===== src/rtl/i2cam_pkg.sv =====
package i2cam_pkg;

  // Width of an I2C slave address (bits 7:1 of the first byte).
  localparam int unsigned ADDR_BITS = 7;

  typedef logic [ADDR_BITS-1:0] i2c_addr_t;

  // A programmed address accepts a received one when every bit outside
  // the don't-care set agrees.
  function automatic logic addr_agrees(i2c_addr_t rx, i2c_addr_t prog, i2c_addr_t dont_care);
    return ((rx ^ prog) & ~dont_care) == '0;
  endfunction

  // General call: all seven address bits zero, never masked.
  function automatic logic is_general_call(i2c_addr_t rx);
    return rx == '0;
  endfunction

endpackage


===== src/rtl/i2cam_role.sv =====
module i2cam_role (
  input  logic clk,
  input  logic rst_n,
  input  logic master_start,
  input  logic arb_lost,
  input  logic bus_stop,
  output logic master_mode,
  output logic detect_en
);

  // Losing arbitration or seeing STOP ends the master role; both win over
  // a start request in the same cycle.
  always_ff @(posedge clk or negedge rst_n) begin
    if (!rst_n) begin
      master_mode <= 1'b0;
    end else if (arb_lost || bus_stop) begin
      master_mode <= 1'b0;
    end else if (master_start) begin
      master_mode <= 1'b1;
    end
  end

  // Arbitration loss takes effect within the same cycle so the byte that
  // completes alongside it is still examined as a slave.
  assign detect_en = ~master_mode | arb_lost;

endmodule


===== src/rtl/i2cam_match.sv =====
module i2cam_match
  import i2cam_pkg::*;
#(
  parameter int unsigned NSLOTS = 4,
  parameter int unsigned SLOT_W = 2
) (
  input  i2c_addr_t                rx_addr,
  input  i2c_addr_t [NSLOTS-1:0]   prog_addr,
  input  i2c_addr_t [NSLOTS-1:0]   prog_mask,
  input  logic                     gc_en,
  output logic [NSLOTS-1:0]        sel_onehot,
  output logic                     slot_any,
  output logic [SLOT_W-1:0]        slot_idx,
  output logic                     gc_ok
);

  logic [NSLOTS-1:0] raw_hits;

  // One independent masked comparator per slot.
  for (genvar g = 0; g < NSLOTS; g++) begin : g_slot
    assign raw_hits[g] = addr_agrees(rx_addr, prog_addr[g], prog_mask[g]);
  end

  // Isolate the lowest set bit: lowest slot number has priority.
  assign sel_onehot = raw_hits & (~raw_hits + NSLOTS'(1));
  assign slot_any   = |raw_hits;

  always_comb begin
    slot_idx = '0;
    for (int i = NSLOTS - 1; i >= 0; i--) begin
      if (raw_hits[i]) slot_idx = SLOT_W'(i);
    end
  end

  assign gc_ok = gc_en & is_general_call(rx_addr);

endmodule


===== src/rtl/i2cam_regs.sv =====
module i2cam_regs
  import i2cam_pkg::*;
#(
  parameter int unsigned NSLOTS = 4,
  parameter int unsigned SLOT_W = 2,
  parameter int unsigned DATA_W = 32,
  parameter int unsigned IDX_W  = 4
) (
  input  logic                    clk,
  input  logic                    rst_n,
  input  logic [IDX_W-1:0]        reg_sel,
  input  logic                    reg_we,
  input  logic [DATA_W-1:0]       reg_wdata,
  input  logic [7:0]              rx_byte,
  input  logic                    st_irq,
  input  logic                    st_gc,
  input  logic                    st_slot_valid,
  input  logic [SLOT_W-1:0]       st_slot,
  output i2c_addr_t [NSLOTS-1:0]  prog_addr,
  output i2c_addr_t [NSLOTS-1:0]  prog_mask,
  output logic                    gc_en,
  output logic                    clr_req,
  output logic [DATA_W-1:0]       reg_rdata
);

  localparam logic [IDX_W-1:0] MASK_BASE = IDX_W'(NSLOTS);
  localparam logic [IDX_W-1:0] DATA_IDX  = IDX_W'(2 * NSLOTS);
  localparam logic [IDX_W-1:0] STAT_IDX  = IDX_W'(2 * NSLOTS + 1);
  localparam logic [IDX_W-1:0] CTRL_IDX  = IDX_W'(2 * NSLOTS + 2);
  localparam int unsigned SLOT_LSB = 4;

  i2c_addr_t wr_field;
  logic      unused_wdata;

  assign wr_field     = reg_wdata[ADDR_BITS:1];
  assign unused_wdata = ^reg_wdata[DATA_W-1:ADDR_BITS+1];

  always_ff @(posedge clk or negedge rst_n) begin
    if (!rst_n) begin
      prog_addr <= '0;
      prog_mask <= '0;
      gc_en     <= 1'b0;
    end else if (reg_we) begin
      for (int i = 0; i < NSLOTS; i++) begin
        if (reg_sel == IDX_W'(i))             prog_addr[i] <= wr_field;
        if (reg_sel == MASK_BASE + IDX_W'(i)) prog_mask[i] <= wr_field;
      end
      if (reg_sel == CTRL_IDX) gc_en <= reg_wdata[0];
    end
  end

  // Write-one-to-clear request for the interrupt flag.
  assign clr_req = reg_we && (reg_sel == STAT_IDX) && reg_wdata[0];

  always_comb begin
    reg_rdata = '0;
    for (int i = 0; i < NSLOTS; i++) begin
      if (reg_sel == IDX_W'(i))             reg_rdata[ADDR_BITS:1] = prog_addr[i];
      if (reg_sel == MASK_BASE + IDX_W'(i)) reg_rdata[ADDR_BITS:1] = prog_mask[i];
    end
    if (reg_sel == DATA_IDX) reg_rdata[7:0] = rx_byte;
    if (reg_sel == STAT_IDX) begin
      reg_rdata[0] = st_irq;
      reg_rdata[1] = st_gc;
      reg_rdata[2] = st_slot_valid;
      reg_rdata[SLOT_LSB +: SLOT_W] = st_slot;
    end
    if (reg_sel == CTRL_IDX) reg_rdata[0] = gc_en;
  end

endmodule


===== src/rtl/i2cam_addr_matcher.sv =====
module i2cam_addr_matcher
  import i2cam_pkg::*;
#(
  parameter int unsigned NSLOTS = 4,
  parameter int unsigned DATA_W = 32,
  parameter int unsigned IDX_W  = 4,
  localparam int unsigned SLOT_W = (NSLOTS > 1) ? $clog2(NSLOTS) : 1
) (
  input  logic              clk,
  input  logic              rst_n,
  input  logic              master_start,
  input  logic              arb_lost,
  input  logic              bus_stop,
  input  logic              addr_valid,
  input  logic [7:0]        addr_byte,
  input  logic [IDX_W-1:0]  reg_sel,
  input  logic              reg_we,
  input  logic [DATA_W-1:0] reg_wdata,
  output logic [DATA_W-1:0] reg_rdata,
  output logic              irq,
  output logic              hit_slot_valid,
  output logic [SLOT_W-1:0] hit_slot,
  output logic              hit_gc
);

  // Named internal events, visible to the bound checker.
  i2c_addr_t [NSLOTS-1:0] prog_addr;
  i2c_addr_t [NSLOTS-1:0] prog_mask;
  logic                   gc_en;
  logic                   clr_req;
  logic                   master_mode;
  logic                   detect_en;
  logic [NSLOTS-1:0]      sel_onehot;
  logic                   slot_any;
  logic [SLOT_W-1:0]      slot_idx;
  logic                   gc_ok;
  logic                   addr_eval;
  logic                   match_evt;
  logic [7:0]             rx_q;
  logic                   irq_q;
  logic                   gc_q;
  logic                   sv_q;
  logic [SLOT_W-1:0]      slot_q;

  i2cam_role u_role (
    .clk          (clk),
    .rst_n        (rst_n),
    .master_start (master_start),
    .arb_lost     (arb_lost),
    .bus_stop     (bus_stop),
    .master_mode  (master_mode),
    .detect_en    (detect_en)
  );

  i2cam_match #(
    .NSLOTS (NSLOTS),
    .SLOT_W (SLOT_W)
  ) u_match (
    .rx_addr    (addr_byte[ADDR_BITS:1]),
    .prog_addr  (prog_addr),
    .prog_mask  (prog_mask),
    .gc_en      (gc_en),
    .sel_onehot (sel_onehot),
    .slot_any   (slot_any),
    .slot_idx   (slot_idx),
    .gc_ok      (gc_ok)
  );

  i2cam_regs #(
    .NSLOTS (NSLOTS),
    .SLOT_W (SLOT_W),
    .DATA_W (DATA_W),
    .IDX_W  (IDX_W)
  ) u_regs (
    .clk           (clk),
    .rst_n         (rst_n),
    .reg_sel       (reg_sel),
    .reg_we        (reg_we),
    .reg_wdata     (reg_wdata),
    .rx_byte       (rx_q),
    .st_irq        (irq_q),
    .st_gc         (gc_q),
    .st_slot_valid (sv_q),
    .st_slot       (slot_q),
    .prog_addr     (prog_addr),
    .prog_mask     (prog_mask),
    .gc_en         (gc_en),
    .clr_req       (clr_req),
    .reg_rdata     (reg_rdata)
  );

  assign addr_eval = addr_valid & detect_en;
  assign match_evt = addr_eval & (slot_any | gc_ok);

  // The comparison uses the register values held before this edge, so a
  // write landing in the same cycle only affects later address bytes.
  always_ff @(posedge clk or negedge rst_n) begin
    if (!rst_n) begin
      rx_q   <= '0;
      irq_q  <= 1'b0;
      gc_q   <= 1'b0;
      sv_q   <= 1'b0;
      slot_q <= '0;
    end else begin
      if (addr_valid) rx_q <= addr_byte;
      if (addr_eval) begin
        gc_q   <= gc_ok;
        sv_q   <= slot_any;
        slot_q <= slot_idx;
      end
      if (match_evt)    irq_q <= 1'b1;
      else if (clr_req) irq_q <= 1'b0;
    end
  end

  assign irq            = irq_q;
  assign hit_gc         = gc_q;
  assign hit_slot_valid = sv_q;
  assign hit_slot       = slot_q;

endmodule


===== config.mk =====
export PLATFORM = sky130hd
export DESIGN_NAME = i2cam_addr_matcher
export DESIGN_NICKNAME = d
export VERILOG_FILES = /design/src/rtl/i2cam_pkg.sv /design/src/rtl/i2cam_role.sv /design/src/rtl/i2cam_match.sv /design/src/rtl/i2cam_regs.sv /design/src/rtl/i2cam_addr_matcher.sv
export SDC_FILE = /design/constraint.sdc
export NUM_CORES = 1
export LEC_CHECK = 0
export ABC_CLOCK_PERIOD_IN_PS = 1620
export BUFFER_PORTS_ARGS = -buffer_cell sky130_fd_sc_hd__buf_2
export CORE_MARGIN = 8
export CORE_UTILIZATION = 57
export CTS_BUF_LIST = sky130_fd_sc_hd__clkbuf_8
export CTS_CLUSTER_DIAMETER = 100
export DETAILED_ROUTE_END_ITERATION = 10
export HOLD_SLACK_MARGIN = 0.1
export PLACE_DENSITY_LB_ADDON = 0.08
export SYNTH_ARGS = -nofsm -noshare
export SYNTH_HDL_FRONTEND = slang
export SYNTH_SLANG_ARGS = --single-unit

===== constraint.sdc =====
create_clock -name clk -period 1.62 [get_ports clk]
set_input_delay 0.243 -clock clk [delete_from_list [all_inputs] [get_ports clk]]
set_output_delay 0.243 -clock clk [all_outputs]
set_load 0.005 [all_outputs]

==> results by group <==
Synthesis
  • Post-synthesis mux area share: 21.5%
  • Cells after synthesis: 389
  • Simple logic cell fraction of the synthesized area: 11.9%
  • Number of enable flip-flop cells after synthesis: 0
  • Syn avg cell area: 10.5 µm²
  • Main synth FF type: dfrtp_1
  • Ys Warns: 0
  • Post-synth ARST share: between 90% and 100%
  • Dominant cells by area after synthesis: dfrtp_1 44%, mux2_2 21%, xnor2_1 6.0%, buf_4 4.8%, nand2_1 3.4%
  • Count of cell types in the netlist: 39
  • Synth Area in XOR/XNOR: 6.03%
  • Synth Area in Compound Gates: 9.31%
  • Cell taking the most area after synthesis: dfrtp_1
  • Adder-cell share of the synthesized area: 0%
  • FF+latch count, synth: 71
  • Post-synthesis sequential area ratio: 43.7%
  • Post-Syn Area: 4070 µm²
  • Main combinational cell family by area after synthesis: multiplexers
  • Share of the synthesized area in the top cell type: 43.7%

Critical path
  • Reg2reg end: hit_slot[1]
  • Crit end category: output port
  • Crit Path Class: flip-flop to output port
  • Worst r2r path cells: 7
  • Worst setup path start: u_regs.prog_addr[3]
  • FF-to-FF setup slack: -0.12 ns
  • Worst path arrival time: 1.81 ns
  • Critical Path RT: 1.38 ns
  • Worst-path maximum fanout: 2
  • Startpoint types: flip-flop
  • Reg2Reg Launch Point: u_regs.prog_addr[2]

Die
  • Die X: ~100 µm
  • Chip height: 101 µm
  • Die area: 10100 µm²
  • Starting density of the core: between 50% and 60%
  • Row count: 31
  • Core ar.: between 7000 and 8000 µm²
  • # IOs: 88

Clock tree
  • CTS tree: built
  • Clk buf depth: 2
  • Reg clk slew, reported paths: 0.07 ns
  • Skew-Pair Late Insertion Delay: approximately 0.35 ns
  • H-tree Lvls: 3
  • Root Buffer: clkbuf_8
  • TritonCTS Buffers: 9
  • Clock Sinks: 71

Route
  • Remaining DRCs: 0
  • Initial DRC count: ~290
  • Drt via density: roughly 5.7
  • Routed wire length: 11.6 mm
  • Antenna Nets Post-Route: 0
  • Via count: 3345
  • Total iterations of the first detailed-routing run: 5
  • Routed length per instance: 19.6 µm

Pwr
  • Psw: approximately 1.9 mW
  • Comb power frac: 33.0%
  • P_leak: 2.33 nW
  • Sw Share: 32.0%
  • Max VDD drop: about 0.73 mV
  • Cell-internal power: 3.97 mW
  • Clock power frac: about a quarter
  • Register share of total power: 42.9%
  • Cell Pwr Density: ~1100 nW/µm²

Timing
  • Min cycle time layout: around 2.1 ns
  • Period utilisation layout: 127%
  • Final hold violation count: 0
  • RSZ-0062 raised after global routing: yes
  • Slew Viols, Final: 0
  • Final setup margin: -0.432 ns
  • Slew @ Worst Pin: 0.663 ns
  • Achievable frequency: 0.487 GHz
  • Setup violators final: 11
  • Clock Skew: around 0.012 ns
  • Fin Hold WS: 0.126 ns
  • Slew Limit Headroom: 55.5%

Outcome
  • Failing checks: setup timing
  • Status: complete, but fails checks

Placement
  • IO Port Bufs: 39
  • GPL Wtd Cong: 0.936
  • Post-DP HPWL: between 8 and 9 mm

Finish
  • Area Overhead vs Synth: 27.5%
  • Fill count: 532
  • Fin util: 73.1%
  • Nets@finish: 540
  • Fraction of layout cells with a size suffix above 1: 47.8%
  • N_diodes: 0

GRT
  • Vias in the first global route: 3397
  • Total track usage: 23.5%
  • Total gr overflow: 0
  • Largest net degree at the start of global routing: 72
  • Antenna violations before repair: 0
  • First-pass GRT wire length: 17.9 mm

Worst hold path
  • Worst Hold Endpoint: rx_q[0]
  • Type of the most critical hold path: primary input to flip-flop
  • Worst Hold Launch: addr_byte[0]
  • Hold depth: 2

Run
  • Max cap viols: 0
-- state kept, by name, summed over array words and instances (netlist names) --
name	cells
hit_gc	1
hit_slot	2
hit_slot_valid	1
irq	1
rx_q	8
u_regs.gc_en	1
u_regs.prog_addr	28
u_regs.prog_mask	28
u_role.master_mode	1
-- per-layer routing --
layer	global-route usage (%)	wire [µm]
met1	29.7	5000
met2	37.6	5530
met3	6.15	825
met4	8.84	245
met5	0	0
-- stage by stage --
step / setup TNS, ns / total power, mW / cells / setup WS [ns] / cell area [µm²]
after floorplan: 0 / 3.42 / 412 / 0.0187 / 4160
after global placement: -4.54 / 4.02 / 566 / -0.266 / 4700
after detailed placement: -4.71 / 4.06 / 566 / -0.296 / 4700
after CTS: -2.34 / 5.67 / 589 / -0.431 / 5090
after global routing: -3.45 / 6.12 / 591 / -0.521 / 5190
final: -2.52 / 5.83 / 591 / -0.432 / 5190
-- synthesized netlist by cell type, types with 7 or more instances --
library cell	count
mux2_2	76
dfrtp_1	71
nand2_1	37
xnor2_1	28
buf_4	26
nor2_1	23
o21ai_0	21
buf_2	15
o22ai_1	12
a21oi_1	8
o21ai_1	8
nand3_1	7
-- critical path, stage by stage (launching register included) --
cell and delay, ns:
dfrtp_1 0.36, mux2i_1 0.10, or4_1 0.44, a32oi_2 0.23
a211oi_2 0.08, o21ai_1 0.14, buf_2 0.12
-- power by group through the flow --
stage / combinational, mW / clock, mW / sequential [mW]
6_report: 1.93 / 1.40 / 2.50
2_1_floorplan: 0.986 / 0 / 2.43
5_1_grt: 2.07 / 1.50 / 2.54
3_5_place_dp: 1.55 / 0 / 2.52
4_1_cts: 1.77 / 1.42 / 2.48
3_3_place_gp: 1.52 / 0 / 2.50
-- cells by family (layout without fill, tap and decap cells) --
family          Yosys count  after routing
mux                      78             78
flops                    71             71
xor+xnor                 28             28
other cells               1             24
simple gates             98             98
compound gates           63             63
buf+inv                  50            130
-- how the worst max path moves through the flow --
stage	end	slack, ns	cells past startpoint
finish	reg_rdata[4]	-0.43	6
global placement	reg_rdata[7]	-0.27	8
floorplan	reg_rdata[1]	0.02	7
detailed placement	reg_rdata[7]	-0.30	8
global route	reg_rdata[4]	-0.52	6
CTS	reg_rdata[4]	-0.43	6
-- placed cells by master (no fill, tap or decap), drive strengths merged, types with 5 or more instances in the layout --
cell type,netlist,layout
conb,1,24
xnor2,28,28
inv,5,5
nand3,8,8
buf,41,108
nand2,37,37
nand2b,5,5
nor2,25,25
dfrtp,71,71
o21ai,29,29
o22ai,12,12
mux2,76,76
nor4,6,6
a21oi,8,8
clkbuf,4,10
-- what timing repair did --
action	4_1_cts	5_1_grt
endpoints found under the setup margin	11	12
resized for setup	35	13
endpoints found under the hold margin	72	0
buffers inserted	8	5
hold buffers	3	0
pin swaps	16	8
-- cell type report --
type	instances	area [µm²]	area share [%]
clock buffer	10	138	2.65
multi-input combinational	291	2260	43.5
inverter	5	18.8	0.362
clock inverter	4	47.5	0.916
tap	99	124	2.39
timing repair buffer	111	826	15.9
sequential	71	1780	34.2
Note: power is estimated with default switching activity, not from simulation.
